`src/rtl/wdog_pkg.sv`:
```
package wdog_pkg;
  localparam int unsigned WORD_W = 32;
  localparam int unsigned OFS_W  = 3;

  localparam logic [OFS_W-1:0] OFS_COUNT   = 3'd0;
  localparam logic [OFS_W-1:0] OFS_RELOAD  = 3'd1;
  localparam logic [OFS_W-1:0] OFS_RESTART = 3'd2;
  localparam logic [OFS_W-1:0] OFS_CTRL    = 3'd3;
  localparam logic [OFS_W-1:0] OFS_STATUS  = 3'd4;
  localparam logic [OFS_W-1:0] OFS_CLEAR   = 3'd5;
  localparam logic [OFS_W-1:0] OFS_WIDTH   = 3'd6;
  localparam logic [OFS_W-1:0] OFS_MASK    = 3'd7;

  localparam int unsigned CB_EN    = 0;
  localparam int unsigned CB_RST   = 1;
  localparam int unsigned CB_TICK  = 4;
  localparam int unsigned CB_SCOPE = 5;
  localparam int unsigned CB_BOOT  = 7;

  typedef struct packed {
    logic       boot;
    logic [1:0] scope;
    logic       tick_sel;
    logic       rst_en;
    logic       en;
  } ctrl_t;
endpackage

```
`src/rtl/wdog_counter.sv`:
```
module wdog_counter #(
  parameter int unsigned CNT_W    = 32,
  parameter int unsigned WID_W    = 8,
  parameter logic [CNT_W-1:0] CNT_INIT = 32'h00FF_FFFF
) (
  input  logic             clk,
  input  logic             rst_n,
  input  logic             enable,
  input  logic             tick_sel,
  input  logic             tick,
  input  logic             rst_en,
  input  logic             restart,
  input  logic [CNT_W-1:0] reload,
  input  logic [WID_W-1:0] width,
  output logic [CNT_W-1:0] count,
  output logic             pulse,
  output logic             expire
);
  logic [CNT_W-1:0] cnt_q, cnt_d;
  logic [WID_W-1:0] pc_q, pc_d;
  logic             pul_q, pul_d;
  logic             step;

  always_comb begin
    step   = enable & (tick_sel ? tick : 1'b1);
    expire = step & ~pul_q & (cnt_q == '0);
    cnt_d  = cnt_q;
    pc_d   = pc_q;
    pul_d  = pul_q;
    if (pul_q) begin
      if (pc_q <= WID_W'(1)) begin
        pul_d = 1'b0;
        cnt_d = reload;
      end else begin
        pc_d = pc_q - WID_W'(1);
      end
    end else if (step) begin
      if (cnt_q == '0) begin
        if (rst_en) begin
          pul_d = 1'b1;
          pc_d  = (width == '0) ? WID_W'(1) : width;
        end else begin
          cnt_d = reload;
        end
      end else begin
        cnt_d = cnt_q - CNT_W'(1);
      end
    end
    if (restart) cnt_d = reload;
  end

  always_ff @(posedge clk or negedge rst_n) begin
    if (!rst_n) begin
      cnt_q <= CNT_INIT;
      pc_q  <= '0;
      pul_q <= 1'b0;
    end else begin
      cnt_q <= cnt_d;
      pc_q  <= pc_d;
      pul_q <= pul_d;
    end
  end

  assign count = cnt_q;
  assign pulse = pul_q;


  restart_load_chk: assert property (@(posedge clk) disable iff (!rst_n)
    restart |=> (cnt_q == $past(reload)));

  hold_when_off_chk: assert property (@(posedge clk) disable iff (!rst_n)
    (!enable && !restart && !pul_q) |=> $stable(cnt_q));

  pulse_end_reload_chk: assert property (@(posedge clk) disable iff (!rst_n)
    $fell(pul_q) |-> (cnt_q == $past(reload)));
endmodule

```
`src/rtl/wdog_regs.sv`:
```
module wdog_regs
  import wdog_pkg::*;
#(
  parameter int unsigned CNT_W  = 32,
  parameter int unsigned WID_W  = 8,
  parameter int unsigned MASK_W = 26,
  parameter logic [15:0] KEY    = 16'h4755,
  parameter logic [CNT_W-1:0] RELOAD_INIT = 32'h00FF_FFFF,
  parameter logic [WID_W-1:0] WIDTH_INIT  = 8'hFF
) (
  input  logic              clk,
  input  logic              rst_n,
  input  logic              sel,
  input  logic              wr,
  input  logic [OFS_W-1:0]  addr,
  input  logic [WORD_W-1:0] wdata,
  output logic [WORD_W-1:0] rdata,
  input  logic [CNT_W-1:0]  count,
  input  logic              expire,
  output logic              restart,
  output ctrl_t             ctrl,
  output logic [CNT_W-1:0]  reload,
  output logic [WID_W-1:0]  width,
  output logic [MASK_W-1:0] mask
);
  logic              wstb;
  logic              clr_wr;
  ctrl_t             ctrl_q, ctrl_d;
  logic [CNT_W-1:0]  rel_q, rel_d;
  logic [WID_W-1:0]  wid_q, wid_d;
  logic [MASK_W-1:0] msk_q, msk_d;
  logic              st_q, st_d;

  always_comb begin
    wstb    = sel & wr;
    clr_wr  = wstb & (addr == OFS_CLEAR);
    restart = wstb & (addr == OFS_RESTART) & (wdata == {16'h0, KEY});
    ctrl_d  = ctrl_q;
    rel_d   = rel_q;
    wid_d   = wid_q;
    msk_d   = msk_q;
    if (wstb) begin
      case (addr)
        OFS_RELOAD: rel_d = wdata[CNT_W-1:0];
        OFS_CTRL: begin
          ctrl_d.en       = wdata[CB_EN];
          ctrl_d.rst_en   = wdata[CB_RST];
          ctrl_d.tick_sel = wdata[CB_TICK];
          ctrl_d.scope    = wdata[CB_SCOPE+1:CB_SCOPE];
          ctrl_d.boot     = wdata[CB_BOOT];
        end
        OFS_WIDTH: wid_d = wdata[WID_W-1:0];
        OFS_MASK:  msk_d = wdata[MASK_W-1:0];
        default: ;
      endcase
    end
    if (expire)      st_d = 1'b1;
    else if (clr_wr) st_d = 1'b0;
    else             st_d = st_q;
  end

  always_ff @(posedge clk or negedge rst_n) begin
    if (!rst_n) begin
      ctrl_q <= '0;
      rel_q  <= RELOAD_INIT;
      wid_q  <= WIDTH_INIT;
      msk_q  <= '1;
      st_q   <= 1'b0;
    end else begin
      ctrl_q <= ctrl_d;
      rel_q  <= rel_d;
      wid_q  <= wid_d;
      msk_q  <= msk_d;
      st_q   <= st_d;
    end
  end

  always_comb begin
    rdata = '0;
    case (addr)
      OFS_COUNT:  rdata[CNT_W-1:0] = count;
      OFS_RELOAD: rdata[CNT_W-1:0] = rel_q;
      OFS_CTRL: begin
        rdata[CB_EN]                = ctrl_q.en;
        rdata[CB_RST]               = ctrl_q.rst_en;
        rdata[CB_TICK]              = ctrl_q.tick_sel;
        rdata[CB_SCOPE+1:CB_SCOPE]  = ctrl_q.scope;
        rdata[CB_BOOT]              = ctrl_q.boot;
      end
      OFS_STATUS: rdata[0] = st_q;
      OFS_WIDTH:  rdata[WID_W-1:0] = wid_q;
      OFS_MASK:   rdata[MASK_W-1:0] = msk_q;
      default: ;
    endcase
  end

  assign ctrl   = ctrl_q;
  assign reload = rel_q;
  assign width  = wid_q;
  assign mask   = msk_q;


  expiry_sets_flag_chk: assert property (@(posedge clk) disable iff (!rst_n)
    expire |=> st_q);

  clear_drops_flag_chk: assert property (@(posedge clk) disable iff (!rst_n)
    (clr_wr && !expire) |=> !st_q);
endmodule

```
`src/rtl/bus_watchdog.sv`:
```
module bus_watchdog
  import wdog_pkg::*;
#(
  parameter int unsigned CNT_W  = 32,
  parameter int unsigned WID_W  = 8,
  parameter int unsigned MASK_W = 26
) (
  input  logic              clk,
  input  logic              rst_n,
  input  logic              tick,
  input  logic              bus_sel,
  input  logic              bus_write,
  input  logic [2:0]        bus_addr,
  input  logic [31:0]       bus_wdata,
  output logic [31:0]       bus_rdata,
  output logic              reset_req,
  output logic [1:0]        reset_scope,
  output logic [MASK_W-1:0] reset_mask,
  output logic              second_boot
);
  localparam logic [CNT_W-1:0] RELOAD_INIT = CNT_W'(32'h00FF_FFFF);

  ctrl_t             ctrl;
  logic              restart, expire, pulse;
  logic [CNT_W-1:0]  reload, count;
  logic [WID_W-1:0]  width;
  logic [MASK_W-1:0] mask;

  wdog_regs #(
    .CNT_W(CNT_W), .WID_W(WID_W), .MASK_W(MASK_W),
    .KEY(16'h4755), .RELOAD_INIT(RELOAD_INIT), .WIDTH_INIT('1)
  ) u_regs (
    .clk(clk), .rst_n(rst_n), .sel(bus_sel), .wr(bus_write),
    .addr(bus_addr), .wdata(bus_wdata), .rdata(bus_rdata),
    .count(count), .expire(expire), .restart(restart), .ctrl(ctrl),
    .reload(reload), .width(width), .mask(mask)
  );

  wdog_counter #(
    .CNT_W(CNT_W), .WID_W(WID_W), .CNT_INIT(RELOAD_INIT)
  ) u_cnt (
    .clk(clk), .rst_n(rst_n), .enable(ctrl.en), .tick_sel(ctrl.tick_sel),
    .tick(tick), .rst_en(ctrl.rst_en), .restart(restart), .reload(reload),
    .width(width), .count(count), .pulse(pulse), .expire(expire)
  );

  always_comb begin
    reset_req   = pulse;
    reset_scope = pulse ? ctrl.scope : 2'b00;
    reset_mask  = pulse ? mask : '0;
    second_boot = pulse & ctrl.boot;
  end


  req_needs_expiry_chk: assert property (@(posedge clk) disable iff (!rst_n)
    $rose(reset_req) |-> $past(expire));
endmodule

```
`config.mk`:
```
export PLATFORM = sky130hd
export DESIGN_NAME = bus_watchdog
export DESIGN_NICKNAME = d
export VERILOG_FILES = /design/src/rtl/wdog_pkg.sv /design/src/rtl/wdog_counter.sv /design/src/rtl/wdog_regs.sv /design/src/rtl/bus_watchdog.sv
export SDC_FILE = /design/constraint.sdc
export NUM_CORES = 1
export LEC_CHECK = 0
export ABC_AREA = 1
export BUFFER_PORTS_ARGS = -buffer_cell sky130_fd_sc_hd__buf_2
export CAP_MARGIN = 25
export CORE_MARGIN = 5
export CORE_UTILIZATION = 32
export CTS_BUF_LIST = sky130_fd_sc_hd__clkbuf_4
export CTS_CLUSTER_DIAMETER = 200
export DETAILED_ROUTE_END_ITERATION = 7
export GPL_TIMING_DRIVEN = 0
export PLACE_DENSITY_LB_ADDON = 0.2
export SETUP_SLACK_MARGIN = 0.05
export SLEW_MARGIN = 25
export SYNTH_ARGS = -nofsm -noshare
export SYNTH_HDL_FRONTEND = slang
export SYNTH_HIERARCHICAL = 1
export SYNTH_SLANG_ARGS = --single-unit
```
`constraint.sdc`:
```
create_clock -name clk -period 3.1 [get_ports clk]
set_input_delay 0.62 -clock clk [delete_from_list [all_inputs] [get_ports clk]]
set_output_delay 0.62 -clock clk [all_outputs]
set_load 0.05 [all_outputs]
```
After elaboration in Yosys (flattened, before gate mapping)

Cells that the tools add are included.

Register bits after elaboration: 114
Latch bits: 0
Bits in writable memories: 0
Memory bits (read-only): 0
Input bits: 40
Output and inout bits: 62
Memories kept: 0

$add $sub $neg: 2
$mul: 0
Div/mod/pow operators: 0
Magnitude comparators: 1
Eq/ne operators: 11
Shift operators: 0
Muxes and demuxes: 28
Bitwise operators: 9
Reductions and logical operators: 14

Operator list:

| cell                                                                              | count |
|---|---|
| 32-bit two-way mux                                                                | 6 |
| 18-bit case mux with 3 select lines                                               | 1 |
| 8-bit two-way mux                                                                 | 6 |
| 32-bit by 15-bit == test with 1-bit output (second input constant)                | 1 |
| 32-bit zero test                                                                  | 1 |
| 32-bit by 1-bit subtractor with 32-bit output (second input constant)             | 1 |
| 26-bit two-way mux                                                                | 1 |
| 4-bit case mux with 5 select lines                                                | 1 |
| 3-bit == test (second input constant)                                             | 4 |
| 6-bit case mux with 2 select lines                                                | 1 |
| 1-bit AND                                                                         | 8 |
| 8-bit by 1-bit less-or-equal comparator with 1-bit output (second input constant) | 1 |
| 8-bit zero test                                                                   | 1 |
| 1-bit two-way mux                                                                 | 8 |
| 2-bit case mux with 4 select lines                                                | 1 |
| 2-bit AND reduction                                                               | 4 |
| 2-bit nonzero test                                                                | 4 |
| 8-bit by 1-bit subtractor with 8-bit output (second input constant)               | 1 |
| 3-bit by 2-bit == test with 1-bit output (second input constant)                  | 2 |
| 1-bit case mux with 6 select lines                                                | 1 |
| 1-bit case mux with 5 select lines                                                | 1 |
| 4-bit by 3-bit != test with 1-bit output (second input constant)                  | 1 |
| 4-bit AND reduction                                                               | 1 |
| 3-bit by 1-bit == test with 1-bit output (second input constant)                  | 1 |
| other kinds (7)                                                                   | 7 |

Logic depth before layout (Yosys ltp)

Word-level depth: 6
Depth in mapped cells: 14
Depth with buffers taken out: 12

Cells and area by module

Netlist, hierarchy kept.

By module, submodules not included:

| module       | instances | cells each | area each (sq um) | sequential area each (sq um) |
|---|---|---|---|---|
| wdog_regs    | 1         | 478        | 3678.5            | 1899.3 |
| wdog_counter | 1         | 524        | 3253.1            | 1056.0 |
| bus_watchdog | 1         | 61         | 241.5             | 0.0 |

Worst setup path after synthesis

Ideal clock, no wire load.

Path kind: input to output
Start point: in bus_addr[1]
End point: out bus_rdata[26]
Data arrival time: 2.052 ns
Setup slack: 0.428 ns
Cell stages on the path: 5
Buffers on the path: 2
Cells stage by stage: buf_2 nor3_2 buf_2 nand2_1 a21oi_1

Longest elaborated chain between the ends: 2
Elaborated cells on any way between the ends: 3
Those cells by class: eq/ne: 1; mux: 1; reduce/logical: 1

Ends and longest elaborated chain:

| element                                                                     | RTL line           | text |
|---|---|---|
| start: declaration                                                          | bus_watchdog.sv:13 | `input logic [2:0] bus_addr,` |
| 3-bit by 1-bit == test with 1-bit output or 3-bit zero test (tied branches) | wdog_regs.sv:80    | `case (addr)` |
| 6-bit case mux with 2 select lines *                                        | wdog_regs.sv:80    |  |
| end: declaration                                                            | bus_watchdog.sv:15 | `output logic [31:0] bus_rdata,` |

Every way passes the cells marked *; elsewhere a longest branch is shown, timed or not.

Worst setup path in the final report

Start point: in bus_addr[1]
End point: out bus_rdata[10]

Longest elaborated chain between the ends: 2
Elaborated cells on any way between the ends: 4
Those cells by class: eq/ne: 2; mux: 1; reduce/logical: 1

Ends and longest elaborated chain:

| element                               | RTL line |
|---|---|
| 3-bit == test (tied with other cells) | wdog_regs.sv:80 |
| 18-bit case mux with 3 select lines * | wdog_regs.sv:80 |

Marks and branches as above.

==> results.md <==
- The run finished with clean final reports.
- The CTS tree is built.
- Of the synthesized area, sequential elements account for 41.2%.
- The worst-margin pin slew is 0.527 ns.
- The count of input and output buffers is 100.
- The critical path endpoint is bus_rdata[10].
- For the worst flop-to-flop path, the logic depth is 10.
- In the final layout, the multi-input gates occupy 3540 sq um.
- The wire-length estimate of the detail-placed layout is 18.6 mm.
- The last weighted congestion value of the routability-driven placer is 0.928.
- Counting flops and latches in the post-synthesis netlist gives 114.
- The via total after detailed routing is 7,194.
- The number of nets in the synthesized netlist is 1,108.
- VDD sags by at most 240 uV.
- The static leakage is 4.37 nW.
- The total number of yosys warnings is 6.
- Once detail routing completed, the nets flagged for antenna violations numbered 0.
- The final wirelength is 24.0 mm.
- The master cell of the clock root buffer is sky130_fd_sc_hd__clkbuf_4.
- Timing would allow up to 0.339 GHz.
- The floorplan core area is 22,000 sq um.
- The portion of the clock cycle consumed by the worst path in the final layout is 95.0%.
- Of the cells placed in the final design, the portion with a size suffix greater than 1 is 23.0%.
- Entering global routing, the biggest net connects 82 pins.
- The number of H-tree levels is 4.
- The startpoint identified for the worst hold timing path is bus_wdata[13].
- The final count of pins violating max slew was 0.
- The number of nets in the layout is 1,229.
- After technology mapping, the gate count stands at 1,063.
- The signal arrival time at the worst endpoint is 2.33 ns.
- For the finished layout, the period the worst path requires is 2.95 ns.
- The total of fill cells in the finished design is 2,407.
- The worst register-to-register path begins at u_cnt/pc_q[0]$_DFFE_PN0P_.
- The final worst clock skew is 0.0192 ns.
- The DRC violations left is 0.
- The number of placed instances with taps included is 1,444.
- The most common cell after layout, fill and taps aside is sky130_fd_sc_hd__nand2_1.
- Buffers added to address setup during post-CTS repair amount to 0.
- In the layout the commonest cells are sky130_fd_sc_hd__nand2_1, sky130_fd_sc_hd__buf_2, sky130_fd_sc_hd__inv_1, sky130_fd_sc_hd__nor2_1, sky130_fd_sc_hd__dfstp_2.
- The buffer depth of the longest clock path is 2.
- The maximum fanout along the worst path is 10.
- The dominant register cell in the synthesized netlist is sky130_fd_sc_hd__dfstp_2.
- Counting flops with an async set or reset pin after synthesis yields a share of 100%.
- The clock reaches the later pin of the worst-skew pair after 0.54 ns.
- The total power divided by cell area is 749 nW/um^2.
- The critical path data required time is 2.48 ns.
- The global-route wire length before repair is 38.4 mm.
- In this run, CTS created clock tree buffers numbering 17.
- Setup repair after global routing left no endpoint under its margin.
- Once layout is complete, the cells apart from fillers number 1,477.
- Across every metal layer, demand over resource in global routing totals 18.9%.
- The number of distinct library cells after synthesis is 31.
- The first-pass iteration count of the detailed router is 6.
- The mean instance size in the synthesized netlist is 6.75 sq um.
- The clock drives 114 sinks.
- The initial antenna violation count came to 1.
- Setup violations remaining at the end of the flow were counted as 0.
- The floorplan step defined a die boundary enclosing 25,500 sq um.
- Clock-pin slew was measured on the worst setup and hold paths at 0.10 ns.
- The synthesis-to-finish area growth is 16.5%.
- The die height is 160 um.
- Row generation in the floorplan step produced 54 rows.
- The per-cell via count in the routed design is 4.87.
- By startpoint and endpoint, the worst setup path is classified as in2out.
- STA classifies the critical path startpoint as an input pin.
- The min-delay analysis places its worst path in the category in2reg.
- The utilization after layout is 38.1%.
- The start point of the critical path is bus_addr[1].
- For this block, the initial DRC count from the detailed router was 506.
- For this configuration, the core starts out at a cell density of 32.7%.
- The via count of the first global-routing pass is 6,982.
- The number of hold violations in the final report was 0.
- Max-cap violations in this run came to 0.
- The area taken by flip-flops and latches is 2960 sq um.
- The headroom to the max-slew limit is 64.9%.
- The end of the worst register-to-register path is u_cnt/count[28]$_DFFE_PN0P_.
- The I/O pin total is 102.
- The total overflow left after global routing is 0.
- The count of flip-flops with a built-in enable after synthesis is 0.
- In this run the cell area of the synthesized design comes to 7170 sq um.
- The reg2reg setup slack is 1.06 ns.
- STA classifies the critical path endpoint as an output pin.
- After detailed routing, the average wire length per cell comes to 16.3 um.
- From left edge to right edge, the die measures 160 um.
[how the worst min path moves through the flow]
stage / endpoint / slack [ns] / depth (start not counted)
finish: u_regs/reload[13]$_DFFE_PN1P_ / 0.32 / 3
global route: u_regs/reload[17]$_DFFE_PN1P_ / 0.27 / 3
CTS: u_regs/reload[13]$_DFFE_PN1P_ / 0.27 / 3
detailed placement: u_regs/reload[1]$_DFFE_PN1P_ / 0.47 / 2
global placement: u_regs/st_q$_DFFE_PN0P_ / 0.46 / 1
floorplan: u_cnt/count[24]$_DFFE_PN0P_ / 0.32 / 0
[stage by stage]
stage	setup TNS [ns]	setup slack, ns	power, mW	instance area, sq um	hold WS (ns)
final	0	0.154	6.26	8360	0.319
after global routing	0	0.0660	6.77	8360	0.272
after CTS	0	0.172	6.27	8360	0.269
after detailed placement	0	0.179	5.09	8060	0.474
after global placement	-3.01	-0.100	5.05	8020	0.463
after floorplan	0	0.428	4.34	7170	0.324
[registers in the layout, indices dropped and copies added (netlist names)]
register,cells
u_regs/width,8
u_regs/ctrl,6
u_regs/st_q,1
u_cnt/count,32
u_cnt/pulse,1
u_regs/reload,32
u_cnt/pc_q,8
u_regs/mask,26
[synth_stat cells (6+ instances only)]
master | number | area, sq um
sky130_fd_sc_hd__a21oi_1 | 14 | 70.1
sky130_fd_sc_hd__nand4_1 | 17 | 106
sky130_fd_sc_hd__xor2_1 | 10 | 87.6
sky130_fd_sc_hd__nor2_1 | 96 | 360
sky130_fd_sc_hd__dfrtp_1 | 32 | 801
sky130_fd_sc_hd__buf_2 | 17 | 85.1
sky130_fd_sc_hd__buf_6 | 10 | 113
sky130_fd_sc_hd__o21ai_0 | 38 | 190
sky130_fd_sc_hd__dfstp_2 | 82 | 2150
sky130_fd_sc_hd__o21ai_1 | 61 | 305
sky130_fd_sc_hd__inv_1 | 105 | 394
sky130_fd_sc_hd__nand3_1 | 51 | 255
sky130_fd_sc_hd__clkbuf_1 | 9 | 33.8
sky130_fd_sc_hd__nand2_1 | 456 | 1710
sky130_fd_sc_hd__nor2_2 | 9 | 56.3
sky130_fd_sc_hd__nor2_4 | 6 | 67.6
sky130_fd_sc_hd__nand2_2 | 10 | 62.6
sky130_fd_sc_hd__xnor2_1 | 7 | 61.3
[critical path, cell delays in order]
cell	delay, ns
sky130_fd_sc_hd__buf_2	0.12
sky130_fd_sc_hd__buf_2	0.18
sky130_fd_sc_hd__nor3_2	0.37
sky130_fd_sc_hd__clkbuf_1	0.44
sky130_fd_sc_hd__nand2_1	0.17
sky130_fd_sc_hd__nand3_1	0.14
sky130_fd_sc_hd__buf_2	0.27
[what timing repair did]
action,in CTS,in global routing
gates resized for setup,0,0
hold endpoints to repair,3,0
hold buffers,1,0
[cell type report]
type	instances	share of cell area, %
Multi-Input combinational cell	799	42.4
Timing Repair Buffer	102	6.56
Clock buffer	19	1.71
Tap cell	280	4.19
Antenna cell	1	0.0299
Buffer	41	3.17
Sequential cell	114	35.4
Clock inverter	12	1.69
Inverter	109	4.91
[logic make-up (layout without fill, tap and decap cells)]
family / count (synthesis) / after routing / share of synthesized area, %
buf+inv: 150 / 283 / 9.42
xor+xnor: 17 / 17 / 2.08
compound gates: 125 / 125 / 9.26
flops: 114 / 114 / 41.2
simple gates: 652 / 652 / 37.2
other cells: 0 / 1 / 0
fa+ha+maj: 5 / 5 / 0.872
[report_power, final]
| group | leakage (nW) | switching, mW | internal (mW) | total, mW |
|---|---|---|---|---|
| logic | 2.96 | 1.64 | 0.832 | 2.48 |
| registers | 1.25 | 0.536 | 2.09 | 2.62 |
| clock network | 0.153 | 0.599 | 0.562 | 1.16 |
| total | 4.37 | 2.78 | 3.48 | 6.26 |
[metal layers]
metal | vias up | wire (um) | part of all wire (%) | GRT usage [%]
met2 | 224 | 10700 | 45 | 29.2
met3 | 27 | 1140 | 4.8 | 2.53
li1 | 3551 | - | - | -
met4 | 0 | 433 | 1.8 | 5.36
met5 | - | 0 | 0 | 0
met1 | 3392 | 11700 | 49 | 27.6
(Power assumes the default switching activity.)
